**config.mk**
```make
export PLATFORM = sky130hd
export DESIGN_NAME = qlearn_update
export DESIGN_NICKNAME = d
export VERILOG_FILES = /design/src/rtl/qlu_pkg.sv /design/src/rtl/qlu_bank.sv /design/src/rtl/qlu_max_tree.sv /design/src/rtl/qlu_update_math.sv /design/src/rtl/qlearn_update.sv
export SDC_FILE = /design/constraint.sdc
export NUM_CORES = 2
export LEC_CHECK = 0
export BUFFER_PORTS_ARGS = -buffer_cell sky130_fd_sc_hd__buf_2
export CORE_UTILIZATION = 58
export DETAILED_ROUTE_END_ITERATION = 8
export GPL_TIMING_DRIVEN = 0
export PLACE_DENSITY_LB_ADDON = 0.3
export SETUP_SLACK_MARGIN = 0.4
export SYNTH_ARGS = -nofsm -noshare
export SYNTH_HDL_FRONTEND = slang
export SYNTH_SLANG_ARGS = --single-unit
```
**constraint.sdc**
```tcl
create_clock -name clk -period 11.35 [get_ports clk]
set_clock_uncertainty 0.2 [all_clocks]
set_input_delay 1.135 -clock clk [delete_from_list [all_inputs] [get_ports clk]]
set_output_delay 1.135 -clock clk [all_outputs]
set_load 0.005 [all_outputs]
```
**src/rtl/qlu_pkg.sv**
```systemverilog
package qlu_pkg;

  // Clamp a wide signed value into a w-bit signed range.
  function automatic longint sat_to(input longint x, input int w);
    longint hi;
    longint lo;
    hi = (longint'(1) <<< (w - 1)) - 1;
    lo = -(longint'(1) <<< (w - 1));
    if (x > hi) return hi;
    if (x < lo) return lo;
    return x;
  endfunction

  // Fixed-point product, fractional bits dropped toward minus infinity.
  function automatic longint fx_mul(input longint a, input longint b, input int frac);
    return (a * b) >>> frac;
  endfunction

endpackage

```
**src/rtl/qlu_bank.sv**
```systemverilog
module qlu_bank #(
  parameter int DEPTH  = 16,
  parameter int QW     = 16,
  parameter int ADDR_W = $clog2(DEPTH)
) (
  input  logic              clk,
  input  logic              rst_n,
  input  logic              we,
  input  logic [ADDR_W-1:0] waddr,
  input  logic [QW-1:0]     wdata,
  input  logic [ADDR_W-1:0] raddr,
  output logic [QW-1:0]     rdata
);
  logic [QW-1:0] mem [DEPTH];

  always_ff @(posedge clk) begin
    if (!rst_n) begin
      for (int k = 0; k < DEPTH; k++) mem[k] <= '0;
    end else if (we) begin
      mem[waddr] <= wdata;
    end
  end

  // write-first: a same-cycle write to the read address is forwarded
  assign rdata = (we && (waddr == raddr)) ? wdata : mem[raddr];
endmodule

```
**src/rtl/qlu_max_tree.sv**
```systemverilog
module qlu_max_tree #(
  parameter int Z  = 4,
  parameter int QW = 16,
  localparam int L = $clog2(Z)
) (
  input  logic          clk,
  input  logic [Z*QW-1:0] vals,
  output logic [QW-1:0] max_out
);
  genvar l, i;
  for (l = 0; l <= L; l++) begin : g_lvl
    localparam int CNT = Z >> l;
    logic [CNT*QW-1:0] v;
    if (l == 0) begin : g_in
      assign v = vals;
    end else begin : g_cmp
      for (i = 0; i < CNT; i++) begin : g_node
        logic signed [QW-1:0] x0, x1, r;
        assign x0 = g_lvl[l-1].v[(2*i)*QW +: QW];
        assign x1 = g_lvl[l-1].v[(2*i+1)*QW +: QW];
        always_ff @(posedge clk) r <= (x1 > x0) ? x1 : x0;
        assign v[i*QW +: QW] = r;
      end
    end
  end

  assign max_out = g_lvl[L].v;
endmodule

```
**src/rtl/qlu_update_math.sv**
```systemverilog
module qlu_update_math
  import qlu_pkg::*;
#(
  parameter int QW   = 16,
  parameter int FRAC = 12
) (
  input  logic                 clk,
  input  logic signed [QW-1:0] maxq,
  input  logic signed [QW-1:0] rew,
  input  logic signed [QW-1:0] qold,
  input  logic signed [QW-1:0] alpha,
  input  logic signed [QW-1:0] gamma,
  output logic signed [QW-1:0] new_q
);
  logic signed [QW-1:0] gm_r;
  logic signed [QW-1:0] err_r;

  // first multiply: discounted future value
  always_ff @(posedge clk)
    gm_r <= QW'(sat_to(fx_mul(longint'(gamma), longint'(maxq), FRAC), QW));

  // temporal-difference error
  always_ff @(posedge clk)
    err_r <= QW'(sat_to(longint'(rew) + longint'(gm_r) - longint'(qold), QW));

  // second multiply and accumulate, presented to the write port
  assign new_q = QW'(sat_to(longint'(qold) +
                            sat_to(fx_mul(longint'(alpha), longint'(err_r), FRAC), QW), QW));
endmodule

```
**src/rtl/qlearn_update.sv**
```systemverilog
module qlearn_update #(
  parameter int N    = 16,
  parameter int Z    = 4,
  parameter int QW   = 16,
  parameter int FRAC = 12,
  localparam int SW  = $clog2(N),
  localparam int AW  = $clog2(Z)
) (
  input  logic                 clk,
  input  logic                 rst_n,
  input  logic                 in_valid,
  output logic                 in_ready,
  input  logic [SW-1:0]        in_state,
  input  logic [AW-1:0]        in_action,
  input  logic signed [QW-1:0] in_reward,
  input  logic signed [QW-1:0] alpha,
  input  logic signed [QW-1:0] gamma,
  output logic                 wb_valid,
  output logic [SW-1:0]        wb_state,
  output logic [AW-1:0]        wb_action,
  output logic signed [QW-1:0] wb_value
);
  localparam int L       = $clog2(Z);
  localparam int DEPTH   = L + 3;
  localparam int LATENCY = L + 4;

  logic [DEPTH-1:0]      vld;
  logic                  accept, launch, write_now, have_prev, hit;
  logic [Z*QW-1:0]       row_byp, row_r;
  logic [QW-1:0]         maxq;
  logic signed [QW-1:0]  new_q;

  logic [SW-1:0]         cur_s, p_s;
  logic [AW-1:0]         cur_a, p_a;
  logic signed [QW-1:0]  cur_r, cur_q, p_r, p_q, p_alpha, p_gamma;

  assign in_ready  = ~|vld[DEPTH-2:0];
  assign accept    = in_valid && in_ready;
  assign launch    = accept && have_prev;
  assign write_now = vld[DEPTH-1];
  assign hit       = (p_s == cur_s) && (p_a == cur_a);

  // one bank per action, all read at the incoming state
  genvar b;
  for (b = 0; b < Z; b++) begin : g_bank
    qlu_bank #(.DEPTH(N), .QW(QW), .ADDR_W(SW)) u_bank (
      .clk   (clk),
      .rst_n (rst_n),
      .we    (write_now && (p_a == AW'(b))),
      .waddr (p_s),
      .wdata (new_q),
      .raddr (in_state),
      .rdata (row_byp[b*QW +: QW])
    );
  end

  qlu_max_tree #(.Z(Z), .QW(QW)) u_tree (
    .clk     (clk),
    .vals    (row_r),
    .max_out (maxq)
  );

  qlu_update_math #(.QW(QW), .FRAC(FRAC)) u_math (
    .clk   (clk),
    .maxq  (maxq),
    .rew   (p_r),
    .qold  (p_q),
    .alpha (p_alpha),
    .gamma (p_gamma),
    .new_q (new_q)
  );

  always_ff @(posedge clk) begin
    if (!rst_n) begin
      vld <= '0;
    end else begin
      vld <= {vld[DEPTH-2:0], launch};
    end
  end

  // delay registers for the pair being learned
  always_ff @(posedge clk) begin
    if (!rst_n) begin
      have_prev <= 1'b0;
      row_r     <= '0;
      cur_s     <= '0;
      cur_a     <= '0;
      cur_r     <= '0;
      cur_q     <= '0;
    end else if (accept) begin
      have_prev <= 1'b1;
      row_r     <= row_byp;
      cur_s     <= in_state;
      cur_a     <= in_action;
      cur_r     <= in_reward;
      cur_q     <= row_byp[in_action*QW +: QW];
    end else if (write_now && hit) begin
      cur_q     <= new_q;
    end
  end

  // operands held for the duration of one update
  always_ff @(posedge clk) begin
    if (!rst_n) begin
      p_s     <= '0;
      p_a     <= '0;
      p_r     <= '0;
      p_q     <= '0;
      p_alpha <= '0;
      p_gamma <= '0;
    end else if (launch) begin
      p_s     <= cur_s;
      p_a     <= cur_a;
      p_r     <= cur_r;
      p_q     <= (write_now && hit) ? new_q : cur_q;
      p_alpha <= alpha;
      p_gamma <= gamma;
    end
  end

  always_ff @(posedge clk) begin
    if (!rst_n) begin
      wb_valid  <= 1'b0;
      wb_state  <= '0;
      wb_action <= '0;
      wb_value  <= '0;
    end else begin
      wb_valid <= write_now;
      if (write_now) begin
        wb_state  <= p_s;
        wb_action <= p_a;
        wb_value  <= new_q;
      end
    end
  end
endmodule

```
# [Word-level counts from Yosys, hierarchy flattened]
# Memory sizes are Yosys's and may differ from the RTL's.
# Index checks and enable logic that the tools add are counted.
[classes] muxes=62 n_mul=2 addsub=3 n_eq_ne=6 reduce_logical=19 order_cmp=11 shift=1
[op_table] op="16-bit 2-to-1 mux" count=22
[op_table] op="64-bit 2-to-1 mux" count=3
[op_table] op="64-bit by 16-bit greater-than comparator with 1-bit output, second input constant" count=2
[op_table] op="64-bit by 16-bit less-than comparator with 1-bit output, second input constant" count=2
[op_table] op="16-bit by 64-bit adder with 64-bit output" count=1
[op_table] op="16-bit by 16-bit multiplier with 32-bit output" count=2
[op_table] op="16-bit OR reduction" count=4
[op_table] op="64-bit by 7-bit indexed part select with 16-bit output" count=1
[op_table] op="15-bit 2-to-1 mux" count=4
[op_table] op="16-bit greater-than comparator" count=3
[op_table] op="20-bit by 16-bit greater-than comparator with 1-bit output, second input constant" count=2
[op_table] op="20-bit by 16-bit less-than comparator with 1-bit output, second input constant" count=2
[op_table] op="1-bit 2-to-1 mux" count=29
[op_table] op="17-bit by 16-bit subtractor with 18-bit output" count=1
[op_table] op="16-bit by 16-bit adder with 17-bit output" count=1
[op_table] op="4-bit 2-to-1 mux" count=4
[op_table] op="1-bit logical AND" count=12
[op_table] op="4-bit equality test" count=2
[op_table] op="2-bit equality test, second input constant" count=2
[op_table] op="4-bit OR reduction" count=1
[op_table] op="2-bit by 1-bit equality test with 1-bit output, second input constant" count=1
[op_table] op="2-bit equality test" count=1
[op_table] op="2-bit logical NOT" count=1
[op_table] op="1-bit logical NOT" count=1
[totals] elab_cells=130 ramBits=1024 n_memories=4 reg_bits=281
[mem_list] memory="g_bank[0].u_bank.mem" words=16 width=16 read_ports=1 rd_clocked_by_memory_dff=0 wr=16 line="qlu_bank.sv:14" source="logic [QW-1:0] mem [DEPTH];"
[mem_list] memory="g_bank[1].u_bank.mem" words=16 width=16 read_ports=1 rd_clocked_by_memory_dff=0 wr=16 line="qlu_bank.sv:14"
[mem_list] memory="g_bank[2].u_bank.mem" words=16 width=16 read_ports=1 rd_clocked_by_memory_dff=0 wr=16 line="qlu_bank.sv:14"
[mem_list] memory="g_bank[3].u_bank.mem" words=16 width=16 read_ports=1 rd_clocked_by_memory_dff=0 wr=16 line="qlu_bank.sv:14"

# [Depth between registers and ports, before layout]
[depth] ltp_word=15 mapped_depth=54 depth_no_buf=48

# [Cells and area by module]
# From an unflattened synthesis, not the netlist that was laid out.
[hier_totals] cells_unflattened=6794 hier_area_um2=82113.8
[by_module_without_submodules] module="qlu_bank at g_bank[1].u_bank ..." seq_area_each_um2=7687.4 area_each_um2=11940.2 n_inst=3 cells_per_inst=744
[by_module_without_submodules] module="qlu_update_math" seq_area_each_um2=640.6 area_each_um2=23382.4 n_inst=1 cells_per_inst=2632
[by_module_without_submodules] module="qlu_bank at g_bank[0].u_bank" seq_area_each_um2=7687.4 area_each_um2=11936.4 n_inst=1 cells_per_inst=744
[by_module_without_submodules] module="qlearn_update" seq_area_each_um2=4023.9 area_each_um2=8047.7 n_inst=1 cells_per_inst=910
[by_module_without_submodules] module="qlu_max_tree" seq_area_each_um2=960.9 area_each_um2=2926.6 n_inst=1 cells_per_inst=276

# [Least setup slack after synthesis]
# OpenSTA, ideal clock, no wires.
[synth_path] path_kind="register to register" startpoint="reg p_alpha[15]" endpoint="mem g_bank[0].u_bank.mem[0][7] (data pin)" slack_ps=-1192 path_buffers=7 t_arrival_ps=12201 path_stages_with_launch=51 required_time_ps=11009 setup_ps=141 cell_sequence="dfxtp_1 -> clkbuf_1 -> nand2_1 -> inv_1 -> fa_1 -> inv_1 -> fa_1 -> fa_1 -> inv_1 -> fa_1 -> fa_1 -> inv_1 -> fa_1 -> inv_1 -> ha_1 -> a21o_1 -> a21o_1 -> a221o_1 -> [... 15 more ...] -> o211ai_1 -> nand2_1 -> o21ai_1 -> a41o_1 -> clkbuf_1 -> a21o_1 -> fa_1 -> or4_1 -> a2111o_1 -> or4_1 -> mux2_2 -> nand4bb_1 -> clkbuf_1 -> o21ai_2 -> o221ai_1 -> clkbuf_1 -> buf_1 -> nor2_1"
[synth_rtl] element="start, declared" line="qlearn_update.sv:35" source="logic signed [QW-1:0] cur_r, cur_q, p_r, p_q, p_alpha, p_gamma;"
[synth_rtl] element="start signal, assigned" line="qlearn_update.sv:116" source="p_alpha <= alpha;"
[synth_rtl] element="end, declared" line="qlu_bank.sv:14"

==> impl_metrics.env <==
export IMPL_hold_class="reg2reg"
export IMPL_synth_top_area_frac=0.397
export IMPL_initial_core_util=0.587
export IMPL_hold_viol_final=0
export IMPL_port_buffers=77
export IMPL_clock_sinks=1305
export IMPL_nNetsFinal=8026
export IMPL_async_flop_share=0
export IMPL_ys_warn_count=0
export IMPL_status="finished with violations"
export IMPL_place_congestion=1.00
export IMPL_rsz0062_at_grt="true"
export IMPL_drv_cap=9
export IMPL_grt_pass1_vias=58000
export IMPL_fmax_mhz=77.5
export IMPL_yosys_most_used_dff="edfxtp_1"
export IMPL_slew_headroom=-0.480
export IMPL_viasPerCell=6.62
export IMPL_synth_edf_count=1024
export IMPL_grt_max_degree=17
export IMPL_dp_hpwl_mm=187
export IMPL_violations="DRC, capacitance limit, slew limit, setup timing"
export IMPL_syn_area_per_cell_um2=11.5
export IMPL_setup_viol=1131
export IMPL_cp_common_cell="fa_1"
export IMPL_finalCritPeriodShare=1.14
export IMPL_worstHoldStart="cur_r[1]$_SDFFE_PN0P_"
export IMPL_die_area_um2=135000
export IMPL_cts_tree="built"
export IMPL_drv_slew=75
export IMPL_drt_antenna_violating_nets=0
export IMPL_r2r_cells=42
export IMPL_setup_worst_path_class="reg2reg"
export IMPL_most_common_layout_cells="edfxtp_1 (1024), nor2_1 (930), inv_1 (715)"
export IMPL_synthTopCellsByArea="edfxtp_1 (40%), fa_1 (14%), mux4_2 (9.3%)"
export IMPL_grtUsageTotal=0.409
export IMPL_worst_pin_slew_ns=2.20
export IMPL_cpPeakStageDelay_ns=1.12
export IMPL_worst_slack_ns=-1.56
export IMPL_fillCellCount=8854
export IMPL_finalCriticalPeriod_ns=12.91
export IMPL_synth_largest_area_cell="edfxtp_1"
export IMPL_syn_to_final_growth_pct=19.1
export IMPL_final_common_cell="edfxtp_1"
export IMPL_cp_arrival_ns=13.23
export IMPL_worstPathRequired_ns=11.67
export IMPL_r2r_slack_ns=-1.56
export IMPL_globalRouteOverflowTotal=0
export IMPL_worstSetupStartpointType="register"
export IMPL_critPathSlowestCell="clkbuf_1"
export IMPL_whs_ns=0.249
export IMPL_worst_r2r_endpoint="g_bank[3].u_bank.mem[6][15]$_SDFFCE_PN0P_"
export IMPL_seqCellArea_um2=36500
export IMPL_routed_wl_mm=288
export IMPL_whs_endpoint="p_r[1]$_SDFFE_PN0P_"
export IMPL_cts_buffers=136
export IMPL_syn_nets=7580
export IMPL_dieWidth_um=367
export IMPL_seq_area_frac_synth=0.470
export IMPL_postSynthCellCount=6724
export IMPL_multiInputGateArea_um2=39400
export IMPL_yosysUniqueCellTypes=74
export IMPL_hold_depth=2
export IMPL_timing_rr_start="u_math.err_r[6]$_SDFF_PN1_"
export IMPL_drcViolationCount=91
export IMPL_fp_coreArea_um2=132000
export IMPL_critPathCaptureType="register"
export IMPL_drive_gt1_frac=0.211
export IMPL_worstPathMaxFanout=11
export IMPL_clkLatencyLatePin_ns=0.84
export IMPL_dr_total_vias=60000
export IMPL_synth_seq_cells=1305
export IMPL_avgRoutedWirePerCell_um=31.8
export IMPL_htreeDepth=4
export IMPL_antenna_found_initial=20
export IMPL_cts_path_max_buffers=3
export IMPL_dp_slack_ns=-3.59
export IMPL_cts_root_buf="clkbuf_16"
export IMPL_drt_iter0_drc=9642
export IMPL_drt_pass1_iterations=9
export IMPL_syn_area_um2=77400
export IMPL_num_rows=133
export IMPL_die_h_um=367
export IMPL_grt_pass1_wl_mm=392
export IMPL_ios=81
export IMPL_clk_pin_slew_ns=0.07
[logic make-up after synthesis]
group,synth area share
AND/OR/NAND/NOR,0.128
multiplexers,0.103
buffers and inverters,0.0567
XOR/XNOR,0.0109
flip-flops,0.470
adder cells (fa/ha/maj),0.183
AO/OA/AOI/OAI,0.0491
[cell type report]
type	count	share of cell area
antenna	27	0.000733
buffer	441	0.0369
clock buffer	162	0.0384
clock inverter	88	0.00980
inverter	725	0.0295
multi-input combinational	4255	0.427
sequential	1305	0.396
tap	1755	0.0238
timing repair buffer	306	0.0382
[sequential cells by signal (all words and copies together) (netlist names), 5 cells and up]
signal                       flops
u_math.err_r                    16
p_alpha                         16
p_q                             16
g_bank.u_bank.mem             1024
p_gamma                         16
p_r                             16
u_math.gm_r                     16
cur_q                           16
u_tree.g_lvl.g_cmp.g_node.r     32
u_tree.max_out                  16
row_r                           64
cur_r                           16
wb_value                        16
vld                              5
[per-layer routing]
layer  vias up  wire length [um]  GRT usage
met3      1573             42900      0.152
li1      23600                 -          -
met5         -               582    0.00677
met2      5356            126000      0.610
met4        18             27400      0.294
met1     29500             91200      0.490
[worst max-delay path by stage]
stage                               startpoint                                   endpoint  slack, ns  depth (start not counted)
CTS                 u_math.err_r[6]$_SDFF_PN1_   g_bank[0].u_bank.mem[2][8]$_SDFFCE_PN0P_      -1.19                         51
floorplan           u_math.err_r[6]$_SDFF_PN1_  g_bank[0].u_bank.mem[10][7]$_SDFFCE_PN0P_      -0.17                         49
finish              u_math.err_r[6]$_SDFF_PN1_  g_bank[3].u_bank.mem[6][15]$_SDFFCE_PN0P_      -1.56                         42
detailed placement    p_alpha[10]$_SDFFE_PN0P_   g_bank[0].u_bank.mem[6][1]$_SDFFCE_PN0P_      -3.59                         48
global route        u_math.err_r[5]$_SDFF_PN1_   g_bank[0].u_bank.mem[6][8]$_SDFFCE_PN0P_      -1.74                         53
global placement      p_alpha[10]$_SDFFE_PN0P_  g_bank[3].u_bank.mem[12][1]$_SDFFCE_PN0P_      -3.40                         48
[per-stage QoR]
step	cell area, um^2	util	setup TNS [ns]	instances
finish	92200	0.699	-1369.51	9064
global route	92100	0.698	-1743.75	9037
CTS	89100	0.675	-1159.80	8940
detailed placement	80800	0.612	-3143.24	8564
global placement	80700	0.611	-3004.98	8556
floorplan	78100	-	-55.35	6724
[synth_stat cells (23+ instances only)]
cell / instances
o21ai_0: 130
mux4_2: 320
xor2_1: 31
edfxtp_1: 1024
a21o_1: 46
a21oi_1: 225
nand2b_1: 35
nor2_1: 1229
nand2_1: 685
fa_1: 552
a211oi_1: 52
o21a_1: 30
and2_1: 233
nor3_1: 44
buf_1: 93
dfxtp_1: 281
inv_1: 723
clkbuf_1: 338
xnor2_1: 65
mux2_2: 49
o211ai_1: 33
ha_1: 247
nand3_1: 23
[worst max-delay path: cells and delay by family, from the launching register on]
kind	cells	cell delay [ns]
AO/OA/AOI/OAI	14	2.92
XOR/XNOR	1	0.18
adder cells (fa/ha/maj)	10	4.36
buffers and inverters	12	3.67
flip-flops	1	0.38
AND/OR/NAND/NOR	5	0.87
[repair_timing]
action,CTS,global route
hold buffers,0,0
setup endpoints to repair,1136,1132
pin swaps,48,86
gates resized for setup,597,538
buffers inserted,93,66
cloned,33,28
Power is left out: the tool's default activity adds up to more than one toggle a clock period on the data nets, which glitch-free logic cannot reach.
